==> config.mk <==
export PLATFORM = sky130hd
export DESIGN_NAME = poison_status_tracker
export DESIGN_NICKNAME = d
export VERILOG_FILES = /design/src/rtl/pstat_pkg.sv /design/src/rtl/tlp_hdr_class.sv /design/src/rtl/perr_status_bits.sv /design/src/rtl/cfg_shadow_regs.sv /design/src/rtl/poison_status_tracker.sv
export SDC_FILE = /design/constraint.sdc
export NUM_CORES = 1
export LEC_CHECK = 0
export ABC_CLOCK_PERIOD_IN_PS = 8500
export BUFFER_PORTS_ARGS = -buffer_cell sky130_fd_sc_hd__clkbuf_2
export CORE_ASPECT_RATIO = 0.75
export CORE_MARGIN = 2
export CORE_UTILIZATION = 38
export CTS_CLUSTER_SIZE = 28
export DETAILED_ROUTE_END_ITERATION = 12
export MAX_ROUTING_LAYER = met4
export PLACE_DENSITY_LB_ADDON = 0.2
export SKIP_LAST_GASP = 1
export SLEW_MARGIN = 10
export SYNTH_ARGS = -nofsm -noshare
export SYNTH_HDL_FRONTEND = slang
export SYNTH_SLANG_ARGS = --single-unit
==> constraint.sdc <==
create_clock -name clk -period 8.5 [get_ports clk]
set_input_delay 1.7 -clock clk [delete_from_list [all_inputs] [get_ports clk]]
set_output_delay 1.7 -clock clk [all_outputs]
set_load 0.03 [all_outputs]
==> src/rtl/pstat_pkg.sv <==
// Package: shared constants and types for the poisoned-packet status tracker.
// Assumes header dword 0 carries the format/type byte in bits 31:24.
package pstat_pkg;
    localparam int HDR_W    = 32;
    localparam int EP_BIT   = 14;
    localparam int FT_MSB   = 31;
    localparam int FT_LSB   = 24;
    localparam int FT_W     = FT_MSB - FT_LSB + 1;

    localparam logic [FT_W-1:0] FT_MWR32  = 8'h40;
    localparam logic [FT_W-1:0] FT_MWR64  = 8'h60;
    localparam logic [FT_W-1:0] FT_CFGWR0 = 8'h44;
    localparam logic [FT_W-1:0] FT_CFGRD0 = 8'h04;
    localparam logic [FT_W-1:0] FT_CPLD   = 8'h4A;

    // positions inside configuration word 0
    localparam int CMD_W       = 16;
    localparam int CMD_RPT_EN  = 6;
    localparam int WORD_DPE    = 31;
    localparam int WORD_MDPE   = 24;

    // header of a completion built locally: error flag cleared, length 1
    localparam logic [HDR_W-1:0] LOCAL_CPL_HDR = 32'h4A00_0001;

    typedef struct packed {
        logic mem_wr;
        logic cfg_wr;
        logic cfg_rd;
        logic cpld;
        logic poisoned;
    } hdr_class_t;
endpackage

==> src/rtl/tlp_hdr_class.sv <==
// Module: classifies one header by its type byte and error flag.
// Assumes: purely combinational; every output is qualified by the strobe.
module tlp_hdr_class
    import pstat_pkg::*;
(
    input  logic            valid,
    input  logic [FT_W-1:0] fmt_type,
    input  logic            ep,
    output hdr_class_t      cls
);
    // decode the type byte into class flags
    always_comb begin
        cls.mem_wr   = valid && (fmt_type == FT_MWR32 || fmt_type == FT_MWR64);
        cls.cfg_wr   = valid && (fmt_type == FT_CFGWR0);
        cls.cfg_rd   = valid && (fmt_type == FT_CFGRD0);
        cls.cpld     = valid && (fmt_type == FT_CPLD);
        cls.poisoned = valid && ep;
    end
endmodule

==> src/rtl/perr_status_bits.sv <==
// Module: holds the two error status bits with set-over-clear priority.
// Assumes: set and clear pulses last one cycle; synchronous active-low reset.
module perr_status_bits (
    input  logic clk,
    input  logic rst_n,
    input  logic set_dpe,
    input  logic set_mdpe,
    input  logic clr_dpe,
    input  logic clr_mdpe,
    output logic dpe,
    output logic mdpe
);
    // update both bits; a set in the same cycle beats a clear
    always_ff @(posedge clk) begin
        if (!rst_n) begin
            dpe  <= 1'b0;
            mdpe <= 1'b0;
        end else begin
            dpe  <= set_dpe  | (dpe  & ~clr_dpe);
            mdpe <= set_mdpe | (mdpe & ~clr_mdpe);
        end
    end
endmodule

==> src/rtl/cfg_shadow_regs.sv <==
// Module: small configuration word bank. Word 0 = {status, command};
// words 1..NREGS-1 are plain storage. Writes to word 0 produce one-cycle clear
// requests for the status bits (write 1 to clear).
// Assumes: wr_en already excludes corrupted writes; reads see pre-write state.
module cfg_shadow_regs
    import pstat_pkg::*;
#(
    parameter  int NREGS = 4,
    localparam int IDX_W = (NREGS > 1) ? $clog2(NREGS) : 1
) (
    input  logic             clk,
    input  logic             rst_n,
    input  logic             wr_en,
    input  logic [IDX_W-1:0] wr_idx,
    input  logic [HDR_W-1:0] wr_data,
    input  logic [IDX_W-1:0] rd_idx,
    input  logic             dpe,
    input  logic             mdpe,
    output logic [CMD_W-1:0] cmd,
    output logic [HDR_W-1:0] rd_data,
    output logic             clr_dpe,
    output logic             clr_mdpe
);
    logic [HDR_W-1:0] words [1:NREGS-1];
    logic             wr_word0;

    // detect a write that targets word 0
    always_comb wr_word0 = wr_en && (wr_idx == '0);

    // clear requests for the status bits
    always_comb begin
        clr_dpe  = wr_word0 && wr_data[WORD_DPE];
        clr_mdpe = wr_word0 && wr_data[WORD_MDPE];
    end

    // command half of word 0
    always_ff @(posedge clk) begin
        if (!rst_n)        cmd <= '0;
        else if (wr_word0) cmd <= wr_data[CMD_W-1:0];
    end

    // plain storage words, one register per index
    for (genvar g = 1; g < NREGS; g++) begin : g_word
        always_ff @(posedge clk) begin
            if (!rst_n)
                words[g] <= '0;
            else if (wr_en && wr_idx == IDX_W'(g))
                words[g] <= wr_data;
        end
    end

    // read mux: word 0 assembles status and command
    always_comb begin
        if (rd_idx == '0)
            rd_data = {dpe, 6'b0, mdpe, 8'b0, cmd};
        else
            rd_data = words[rd_idx];
    end
endmodule

==> src/rtl/poison_status_tracker.sv <==
// Module: top of the poisoned-packet status tracker. Classifies receive and
// transmit headers, maintains the two error status bits, blocks corrupted
// configuration writes, answers configuration reads with clean completions,
// and forwards both directions one cycle later without dropping anything.
// Assumes: one header per direction per cycle; synchronous active-low reset.
module poison_status_tracker
    import pstat_pkg::*;
#(
    parameter  int NREGS = 4,
    localparam int IDX_W = (NREGS > 1) ? $clog2(NREGS) : 1
) (
    input  logic             clk,
    input  logic             rst_n,
    input  logic             rx_valid,
    input  logic [31:0]      rx_hdr0,
    input  logic [IDX_W-1:0] rx_cfg_idx,
    input  logic [31:0]      rx_data,
    input  logic             tx_valid,
    input  logic [31:0]      tx_hdr0,
    output logic             app_valid,
    output logic [31:0]      app_hdr0,
    output logic [31:0]      app_data,
    output logic             app_poisoned,
    output logic             link_valid,
    output logic [31:0]      link_hdr0,
    output logic             cpl_valid,
    output logic [31:0]      cpl_hdr0,
    output logic [31:0]      cpl_data,
    output logic             detected_perr,
    output logic             master_perr
);
    localparam int DIRS   = 2;
    localparam int DIR_RX = 0;
    localparam int DIR_TX = 1;

    logic       [DIRS-1:0]           dir_valid;
    logic       [DIRS-1:0][HDR_W-1:0] dir_hdr;
    hdr_class_t                      dir_cls [DIRS];
    hdr_class_t                      rx_cls, tx_cls;

    logic [CMD_W-1:0] cmd_q;
    logic [HDR_W-1:0] rd_data;
    logic             perr_en;
    logic             set_dpe, set_mdpe, clr_dpe, clr_mdpe, cfg_wr_en;

    // gather both directions for the shared decoder structure
    always_comb begin
        dir_valid[DIR_RX] = rx_valid;
        dir_valid[DIR_TX] = tx_valid;
        dir_hdr[DIR_RX]   = rx_hdr0;
        dir_hdr[DIR_TX]   = tx_hdr0;
    end

    for (genvar d = 0; d < DIRS; d++) begin : g_dec
        tlp_hdr_class u_cls (
            .valid    (dir_valid[d]),
            .fmt_type (dir_hdr[d][FT_MSB:FT_LSB]),
            .ep       (dir_hdr[d][EP_BIT]),
            .cls      (dir_cls[d])
        );
    end

    // name the two decoded results
    always_comb begin
        rx_cls = dir_cls[DIR_RX];
        tx_cls = dir_cls[DIR_TX];
    end

    // status set conditions and configuration write gating
    always_comb begin
        perr_en   = cmd_q[CMD_RPT_EN];
        set_dpe   = rx_cls.poisoned;
        set_mdpe  = perr_en && ((tx_cls.mem_wr && tx_cls.poisoned) ||
                                (rx_cls.cpld   && rx_cls.poisoned));
        cfg_wr_en = rx_cls.cfg_wr && !rx_cls.poisoned;
    end

    cfg_shadow_regs #(.NREGS(NREGS)) u_regs (
        .clk      (clk),
        .rst_n    (rst_n),
        .wr_en    (cfg_wr_en),
        .wr_idx   (rx_cfg_idx),
        .wr_data  (rx_data),
        .rd_idx   (rx_cfg_idx),
        .dpe      (detected_perr),
        .mdpe     (master_perr),
        .cmd      (cmd_q),
        .rd_data  (rd_data),
        .clr_dpe  (clr_dpe),
        .clr_mdpe (clr_mdpe)
    );

    perr_status_bits u_status (
        .clk      (clk),
        .rst_n    (rst_n),
        .set_dpe  (set_dpe),
        .set_mdpe (set_mdpe),
        .clr_dpe  (clr_dpe),
        .clr_mdpe (clr_mdpe),
        .dpe      (detected_perr),
        .mdpe     (master_perr)
    );

    // forward receive packets to the application, flag intact
    always_ff @(posedge clk) begin
        if (!rst_n) begin
            app_valid    <= 1'b0;
            app_hdr0     <= '0;
            app_data     <= '0;
            app_poisoned <= 1'b0;
        end else begin
            app_valid    <= rx_valid;
            app_hdr0     <= rx_hdr0;
            app_data     <= rx_data;
            app_poisoned <= rx_cls.poisoned;
        end
    end

    // forward transmit packets to the link without blocking
    always_ff @(posedge clk) begin
        if (!rst_n) begin
            link_valid <= 1'b0;
            link_hdr0  <= '0;
        end else begin
            link_valid <= tx_valid;
            link_hdr0  <= tx_hdr0;
        end
    end

    // answer configuration reads with a locally built clean completion
    always_ff @(posedge clk) begin
        if (!rst_n) begin
            cpl_valid <= 1'b0;
            cpl_hdr0  <= '0;
            cpl_data  <= '0;
        end else begin
            cpl_valid <= rx_cls.cfg_rd;
            cpl_hdr0  <= rx_cls.cfg_rd ? LOCAL_CPL_HDR : '0;
            cpl_data  <= rx_cls.cfg_rd ? rd_data : '0;
        end
    end
endmodule

==> reports/metrics.csv <==
metric,value,unit
synth-async-reset-ratio,0,%
drt-wirelength-per-cell,15.58,microns
ios,268,
grt_use_met3,3.345,%
cts_resized,0,
drv_slew,0,
cp.required,8640,ps
hold_viol_final,0,
root_buffer,clkbuf_16,
drtAntennaViolNets,0,
synthTopCellsByArea,"dfxtp_1 35%, edfxtp_1 34%, nor2_1 4.9%, and2_1 4.7%, mux4_2 4.7%",
grt_max_degree,121,
max_freq,227.9,MHz
synth_most_common_cell,dfxtp_1,
grt_usage,16.50,%
hpwlAfterDp,12.71,mm
cap_violations,0,
seq_area_frac_synth,68.52,%
synthTopCellsByCount,"150 x dfxtp_1, 111 x nor2_1, 96 x edfxtp_1",
rsz0062_at_grt,no,
routed-via-count,5383,
worstPathArrival,4530,ps
clk_latency,520,ps
ctsHoldBuffers,0,
drc,0,
row_count,47,
p_per_area,241.7,nW/um^2
die_x,177.6,microns
grt_remaining_overflow,0,
criticalPathCategory,input pin to register,
first_global_vias,5359,
antenna_cells,0,
routed_via_density,4.401,
routabilityCongestion,0.7834,
vdd_ir_drop_max,0.1424,mV
grt_first_pass_wirelength,29.76,mm
hp-class,register to register,
synth_cell_types,32,
port_buffers,239,
critPathCaptureType,register,
synth_top_area_share,34.96,%
holdCritStartpoint,u_regs.words[2][22],
antenna_found_initial,0,
drive_gt1_share,34.88,%
chipHeight,134.2,microns
use_met1,23.38,%
clock_sinks,246,
first_pass_iters,4,
ys_ff_latch,246,
initial_core_util,38.85,%
cts_max_path_buffers,3,
nets,1011,
worst_pin_slew,1038,ps
yosysWarnings,0,
status,"finished, final reports clean",
critPathLaunch,rx_hdr0[29],
netlist_instances,680,
multiInputGateArea,2290,sq um
design_area,10740,sq um
finClkSkew,14.39,ps
core-area,22110,sq um
drt_iter0_markers,313,
setup_viol,0,
cts_tree,built,
grt_busiest_layer,met2,
critPathMaxFanout,33,
synth_top_flop_cell,dfxtp_1,
synth_edf_count,96,
finalWorstPathRequiredPeriod,4388,ps
htreeDepth,1,
wirelength,19.06,mm
finalCritPeriodShare,51.62,%
ff_latch_area,5886,sq um
tns,0,ps
synthToLayoutAreaGrowth,25.07,%
cts_made_buffers,26,
grt_use_met2,23.84,%
clk_pin_slew_worst_paths,60,ps
p_leak,4.659,nW
cts_setup_buffers,0,
reg2reg_from,u_regs.words[3][6],
syn-cell-area,8589,sq um
startpoint_type,input pin,
slew-limit-headroom,30.81,%
synth_top_cell_by_area,dfxtp_1,
postPlaceCellArea,9899,sq um
avgSynthCellArea,12.63,sq um
die_area,23840,sq um
nFillCells,2089,
[worst max-delay path, stage by stage]
cell and delay, ps:
clkbuf_2 100, or4_4 560, nor3_1 480, nand3_2 720, nand2_2 950
[through the flow]
step	utilization, %	hold slack, ps	total power (W)	cells	setup slack [ps]
2_1_floorplan	-	470.0	0.001451	707	4438
3_3_place_gp	44.77	501.2	0.001515	1175	3495
3_5_place_dp	44.77	505.4	0.001517	1175	3486
4_1_cts	48.59	521.0	0.002629	1223	4033
5_1_grt	48.59	540.1	0.002695	1223	3818
6_report	48.59	511.0	0.002596	1223	4112
[cell usage in the layout, fill, tap and decap left out, types with 4 or more instances in the layout]
cell / Yosys / routed
inv_1: 34 / 34
clkbuf_1: 25 / 7
nand2_1: 39 / 35
and2_1: 65 / 65
nor2b_1: 35 / 34
clkinv_2: 0 / 7
buf_4: 33 / 5
mux4_2: 18 / 18
a22oi_1: 14 / 14
clkbuf_2: 0 / 238
nand2_2: 0 / 4
conb_1: 1 / 28
mux2i_1: 16 / 16
clkbuf_16: 0 / 27
mux2_2: 14 / 14
edfxtp_1: 96 / 96
nor2_1: 111 / 111
dfxtp_1: 150 / 150
[power breakdown]
group	switching, W	internal (W)
clock network	0.000447	0.000661
registers	0.0000125	0.00127
logic	0.000136	0.0000677
[worst paths after layout]
| check | to | slack [ps] | cells after the start |
|---|---|---|---|
| setup reg to reg | cpl_data[6] | 7310 | 2 |
| setup / recovery | u_regs.words[3][20] | 4110 | 5 |
| hold / removal | cpl_data[22] | 510 | 2 |
| hold reg to reg | cpl_data[22] | 510 | 2 |
[layer usage]
metal / vias up / routed length (microns)
met5: - / 0
met4: 0 / 533
met3: 49 / 1173
met2: 191 / 8310
met1: 2491 / 9038
li1: 2652 / -
[layout make-up]
cell class                 count  area share (%)
sequential                   246           54.79
multi-input combinational    358           21.31
timing repair buffer         243           11.44
clock buffer                  36           6.790
tap                          294           3.424
inverter                      34           1.188
clock inverter                12           1.060
[sequential cells by signal, summed over array words and instances, names as in the netlist]
name,count
cpl_hdr0,1
app_data,32
u_status.mdpe,1
link_hdr0,32
u_status.dpe,1
link_valid,1
u_regs.cmd,16
cpl_data,32
app_valid,1
app_poisoned,1
u_regs.words,96
app_hdr0,32
[cells by family (layout without fill, tap and decap cells)]
| family | count (synthesis) | in the layout | share of synthesized area [%] |
|---|---|---|---|
| other | 1 | 28 | 0.04366 |
| buffers and inverters | 103 | 325 | 6.322 |
| and+or+nand+nor | 264 | 264 | 15.11 |
| muxes | 48 | 48 | 8.419 |
| DFF | 246 | 246 | 68.52 |
| AOI/OAI and AO/OA | 18 | 18 | 1.588 |
Power figures use the tool's default switching activity.
